--- src/rtl/boot_seq_pkg.sv ---
package boot_seq_pkg;
    typedef enum logic [2:0] {
        BS_SELFTEST = 3'd0,
        BS_REQ      = 3'd1,
        BS_WAIT     = 3'd2,
        BS_CHECK    = 3'd3,
        BS_PASS     = 3'd4,
        BS_FAILED   = 3'd5
    } boot_state_e;
endpackage

--- src/rtl/boot_seq_fsm.sv ---
module boot_seq_fsm
    import boot_seq_pkg::*;
(
    input  logic clk,
    input  logic rst_n,
    input  logic st_done,
    input  logic st_pass,
    input  logic rvalid,
    input  logic last_word,
    input  logic sum_zero,
    output logic rd_req,
    output logic beat_ok,
    output logic fail_n,
    output logic init_done
);
    boot_state_e state_q, state_d;

    // state register
    always_ff @(posedge clk or negedge rst_n) begin
        if (!rst_n) state_q <= BS_SELFTEST;
        else        state_q <= state_d;
    end

    // next state
    always_comb begin
        state_d = state_q;
        unique case (state_q)
            BS_SELFTEST: if (st_done) state_d = st_pass ? BS_REQ : BS_FAILED;
            BS_REQ:      state_d = BS_WAIT;
            BS_WAIT:     if (rvalid) state_d = last_word ? BS_CHECK : BS_REQ;
            BS_CHECK:    state_d = sum_zero ? BS_PASS : BS_FAILED;
            BS_PASS:     state_d = BS_PASS;
            BS_FAILED:   state_d = BS_FAILED;
            default:     state_d = BS_FAILED;
        endcase
    end

    // outputs
    always_comb begin
        rd_req    = 1'b0;
        beat_ok   = 1'b0;
        fail_n    = 1'b1;
        init_done = 1'b0;
        unique case (state_q)
            BS_SELFTEST: fail_n = 1'b0;
            BS_REQ:      rd_req = 1'b1;
            BS_WAIT:     beat_ok = rvalid;
            BS_CHECK: begin
                init_done = sum_zero;
                fail_n    = sum_zero;
            end
            BS_PASS:     fail_n = 1'b1;
            BS_FAILED:   fail_n = 1'b0;
            default:     fail_n = 1'b0;
        endcase
    end

    AST_REQ_ONE_CYCLE: assert property (@(posedge clk) disable iff (!rst_n)
        rd_req |=> !rd_req);
    AST_FAIL_STICKY: assert property (@(posedge clk) disable iff (!rst_n)
        (state_q == BS_FAILED) |=> (state_q == BS_FAILED && !fail_n));
    AST_DONE_PULSE: assert property (@(posedge clk) disable iff (!rst_n)
        init_done |=> (!init_done && fail_n));
    AST_PASS_HOLDS: assert property (@(posedge clk) disable iff (!rst_n)
        (state_q == BS_PASS) |=> (fail_n && !rd_req));
endmodule

--- src/rtl/boot_word_ctr.sv ---
module boot_word_ctr #(
    parameter int NWORDS     = 8,
    parameter int WORD_BYTES = 4,
    parameter int ADDR_W     = 32
) (
    input  logic              clk,
    input  logic              rst_n,
    input  logic              advance,
    output logic              last_word,
    output logic [ADDR_W-1:0] addr
);
    localparam int CNT_W = (NWORDS > 1) ? $clog2(NWORDS) : 1;
    localparam int SHIFT = (WORD_BYTES > 1) ? $clog2(WORD_BYTES) : 0;

    logic [CNT_W-1:0] idx_q;

    always_ff @(posedge clk or negedge rst_n) begin
        if (!rst_n)                  idx_q <= '0;
        else if (advance && !last_word) idx_q <= idx_q + 1'b1;
    end

    assign last_word = (idx_q == CNT_W'(NWORDS - 1));

    generate
        if ((1 << SHIFT) == WORD_BYTES) begin : g_shift
            assign addr = ADDR_W'(idx_q) << SHIFT;
        end else begin : g_mul
            assign addr = ADDR_W'(idx_q) * ADDR_W'(WORD_BYTES);
        end
    endgenerate

    AST_IDX_RANGE: assert property (@(posedge clk) disable iff (!rst_n)
        (32'(idx_q) < NWORDS));
    AST_IDX_STEP: assert property (@(posedge clk) disable iff (!rst_n)
        (advance && !last_word) |=> (addr == $past(addr) + ADDR_W'(WORD_BYTES)));
endmodule

--- src/rtl/boot_sum_accum.sv ---
module boot_sum_accum #(
    parameter int DATA_W = 32
) (
    input  logic              clk,
    input  logic              rst_n,
    input  logic              add_en,
    input  logic [DATA_W-1:0] word,
    output logic              sum_zero
);
    logic [DATA_W-1:0] sum_q;

    // carries out of the top bit are dropped
    always_ff @(posedge clk or negedge rst_n) begin
        if (!rst_n)      sum_q <= '0;
        else if (add_en) sum_q <= sum_q + word;
    end

    assign sum_zero = (sum_q == '0);

    AST_SUM_HOLD: assert property (@(posedge clk) disable iff (!rst_n)
        !add_en |=> $stable(sum_q));
endmodule

--- src/rtl/boot_selftest_seq.sv ---
module boot_selftest_seq #(
    parameter int NWORDS     = 8,
    parameter int WORD_BYTES = 4,
    parameter int ADDR_W     = 32,
    parameter int DATA_W     = 32
) (
    input  logic              clk,
    input  logic              rst_n,
    input  logic              st_done,
    input  logic              st_pass,
    output logic              mem_req,
    output logic [ADDR_W-1:0] mem_addr,
    input  logic              mem_rvalid,
    input  logic [DATA_W-1:0] mem_rdata,
    output logic              fail_n,
    output logic              init_done
);
    logic last_word, sum_zero, beat_ok;

    boot_seq_fsm u_fsm (
        .clk       (clk),
        .rst_n     (rst_n),
        .st_done   (st_done),
        .st_pass   (st_pass),
        .rvalid    (mem_rvalid),
        .last_word (last_word),
        .sum_zero  (sum_zero),
        .rd_req    (mem_req),
        .beat_ok   (beat_ok),
        .fail_n    (fail_n),
        .init_done (init_done)
    );

    boot_word_ctr #(
        .NWORDS     (NWORDS),
        .WORD_BYTES (WORD_BYTES),
        .ADDR_W     (ADDR_W)
    ) u_ctr (
        .clk       (clk),
        .rst_n     (rst_n),
        .advance   (beat_ok),
        .last_word (last_word),
        .addr      (mem_addr)
    );

    boot_sum_accum #(
        .DATA_W (DATA_W)
    ) u_acc (
        .clk      (clk),
        .rst_n    (rst_n),
        .add_en   (beat_ok),
        .word     (mem_rdata),
        .sum_zero (sum_zero)
    );

    AST_REQ_HEALTHY: assert property (@(posedge clk) disable iff (!rst_n)
        mem_req |-> fail_n);
    AST_DONE_HEALTHY: assert property (@(posedge clk) disable iff (!rst_n)
        init_done |-> (fail_n && !mem_req));
    AST_RESET_QUIET: assert property (@(posedge clk)
        !rst_n |-> (!fail_n && !mem_req && !init_done));
endmodule

--- config.mk ---
export PLATFORM = sky130hd
export DESIGN_NAME = boot_selftest_seq
export DESIGN_NICKNAME = d
export VERILOG_FILES = /design/src/rtl/boot_seq_pkg.sv /design/src/rtl/boot_seq_fsm.sv /design/src/rtl/boot_word_ctr.sv /design/src/rtl/boot_sum_accum.sv /design/src/rtl/boot_selftest_seq.sv
export SDC_FILE = /design/constraint.sdc
export NUM_CORES = 1
export LEC_CHECK = 0
export ABC_AREA = 1
export CELL_PAD_IN_SITES_DETAIL_PLACEMENT = 0
export CELL_PAD_IN_SITES_GLOBAL_PLACEMENT = 1
export CORE_MARGIN = 2
export CORE_UTILIZATION = 40
export CTS_CLUSTER_SIZE = 24
export DETAILED_ROUTE_END_ITERATION = 16
export PLACE_DENSITY_LB_ADDON = 0.1
export SETUP_SLACK_MARGIN = 0.02
export SLEW_MARGIN = 10
export SYNTH_ARGS = -nofsm -noshare
export SYNTH_HDL_FRONTEND = slang
export SYNTH_HIERARCHICAL = 1
export SYNTH_SLANG_ARGS = --single-unit
--- constraint.sdc ---
create_clock -name clk -period 3.7 [get_ports clk]
set_clock_uncertainty 0.05 [all_clocks]
set_input_delay 0.925 -clock clk [delete_from_list [all_inputs] [get_ports clk]]
set_output_delay 0.925 -clock clk [all_outputs]
set_load 0.03 [all_outputs]
==> results.yml <==
placed_design:
  numPortBuffers: 42
  place.gp.congestion: 0.906
  dpl_cell_area_um2: 4690
  place_ws_ps: 286
  dp_cells: 883
  hpwl_um: 9580
yosys:
  yosys.area.top_type: "nand2_1"
  syn_area_um2: 4230
  synth-async-reset-ratio_pct: 100
  syn_area_per_cell_um2: 5.95
  synth_cell_types: 34
  synthCells: 710
  synth-seq-area-share_pct: 22.5
  synth-seq-cells: 38
  synthFlopType: "dfrtp_1"
  synth_edf_count: 0
  yosys_warnings: 6
  yosys-top-cells-area: "nand2_1 25%, dfrtp_1 22%, inv_1 11%, ha_1 9.8%, nand3_1 6.2%"
  synth_top_area_share_pct: 24.5
global_routing:
  grt_pass1_wl_um: 19300
  grt_pass1_vias: 3947
  grtUsageTotal_pct: 21.3
  antenna_found_initial: 0
  grt-ovfl-total: 0
  grt_max_degree: 39
timing:
  fin_ws_ps: 200
  max_freq_ghz: 0.286
  drv_slew: 0
  hold_viol: 0
  whs_ps: 466
  relSlewSlack_pct: 37.5
  fin_crit_sh_pct: 94.6
  tightestPinTransition_ps: 938
  tns_ps: 0
  setup_viol_count_final: 0
  rsz0062_at_grt: "false"
  finalCriticalPeriod_ps: 3500
worst_setup_path:
  slowest_delay_ps: 660
  cp_top_family: "simple AND/OR/NAND/NOR gates"
  startpoint_type: "flip-flop"
  path_cells: "nor4_1, nand4_1, nor4_2, nand3_1, inv_1, clkdlybuf4s50_1"
  arrival_ps: 2520
  regToRegSetupSlack_ps: 1410
  cp_max_fo: 4
  critPathCaptureType: "output pin"
  slowest_stage: "clkdlybuf4s50_1"
  path_buf_inv: 2
  critPathKind: "flip-flop to output pin"
  required_ps: 2720
finish:
  final_cells: 891
  final_cell_mix: "276 x nand2_1, 124 x inv_1, 52 x nand3_1"
  layout-drive-gt1-share_pct: 4.90
  fin_nets: 825
  diodes: 0
  fin_util_pct: 46.7
  design_area_um2: 4800
  mostFrequentLayoutCell: "nand2_1"
  areaGrowthSynthToFinish_pct: 13.6
die:
  start_util_pct: 41.1
  io-pin-count: 72
  chipHeight_um: 107
  core_um2: 10300
  die_w_um: 107
  fp.dieArea_um2: 11400
  row_count: 37
drt:
  drtPass1Iterations: 4
  vias: 4184
  wire_per_inst_um: 13.1
  routed_wl_um: 11700
  via_per_inst: 4.70
  drtAntennaViolNets: 0
  drcViolationCount: 0
  dr.first_iter.drc_count: 215
cts:
  clkLatencyLatePin_ps: 300
  root_buffer: "clkbuf_8"
  cts.sinks: 38
  cts_setup_buffers: 0
  cts_max_path_buffers: 2
  cts_tree: "built"
  clkSlewWorstSetupHoldPaths_ps: 90
  h-tree-depth: 2
  cts_inserted_buffers: 5
power_and_ir_drop:
  p_leak_nw: 2.84
  power.density_nw_per_um2: 255
  total_power_mw: 1.22
  ir_worst_vdd_uv: 139
run_status:
  outcome: "finished clean"
hold_path:
  min_path_type: "flip-flop to flip-flop"
flow_run:
  cap_violations: 0
-- timing repair --
item,CTS,global route
endpoints found under the setup margin,2,2
resized for setup,1,2
pin swaps,0,0
hold buffers,0,0
-- where the power goes --
group	leakage [nW]	switching, mW	internal, mW
logic	2.31	0.293	0.162
clock network	0.0482	0.168	0.151
registers	0.482	0.0164	0.433
-- worst min-delay path, delay by kind of cell (launching register included) --
family,cells,cell delay [ps]
flip-flops,1,370
AND/OR/NAND/NOR,2,120
-- sequential cells by signal, summed over array words and instances, names as in the netlist --
register and flops:
u_acc/sum_q 32, u_ctr/idx_q 3, u_fsm/state_q 3
-- cells by family after synthesis --
kind of cell	count (synthesis)	synth area share, %
AO/OA/AOI/OAI	45	5.77
adder cells (fa/ha/maj)	34	10.2
AND/OR/NAND/NOR	416	41.5
flip-flops	38	22.5
XOR/XNOR	14	2.90
buffers and inverters	162	17.0
other	1	0.0887
-- cells in the mapped netlist (7+ instances only) --
cell,n
nand3_1,52
xnor2_1,13
inv_1,124
buf_4,29
o21ai_1,9
nand2_1,276
a21oi_1,21
dfrtp_1,38
nand2_2,10
nor2_1,49
o21ai_0,9
nand4_1,7
ha_1,33
-- cell type report --
type / count / area (um2)
clock buffer: 7 / 86.3
timing repair buffer: 44 / 433
tap: 136 / 170
sequential: 38 / 951
inverter: 127 / 477
multi-input combinational: 538 / 2680
fill: 1120 / 5480
clock inverter: 1 / 5.00
-- path summary, 6_finish.rpt --
path                                                   from                           to  cells after the start
worst max-delay path             u_acc/sum_q[1]$_DFFE_PN0P_                    init_done                      6
worst min-delay path            u_acc/sum_q[22]$_DFFE_PN0P_  u_acc/sum_q[22]$_DFFE_PN0P_                      2
worst max register to register   u_acc/sum_q[0]$_DFFE_PN0P_  u_acc/sum_q[16]$_DFFE_PN0P_                      9
worst min register to register  u_acc/sum_q[22]$_DFFE_PN0P_  u_acc/sum_q[22]$_DFFE_PN0P_                      2
max in group asynchronous                             rst_n  u_acc/sum_q[16]$_DFFE_PN0P_                      1
min in group asynchronous                             rst_n   u_acc/sum_q[6]$_DFFE_PN0P_                      1
-- layer usage --
layer  track usage [%]  vias up  part of all wire (%)
met2              35.0       75                    45
met5                 0        -                     0
met3              2.55        5                   4.4
met1              30.7     1888                    50
li1                  -     2216                     -
met4              3.06        0                  0.50
(Power assumes the default switching activity.)
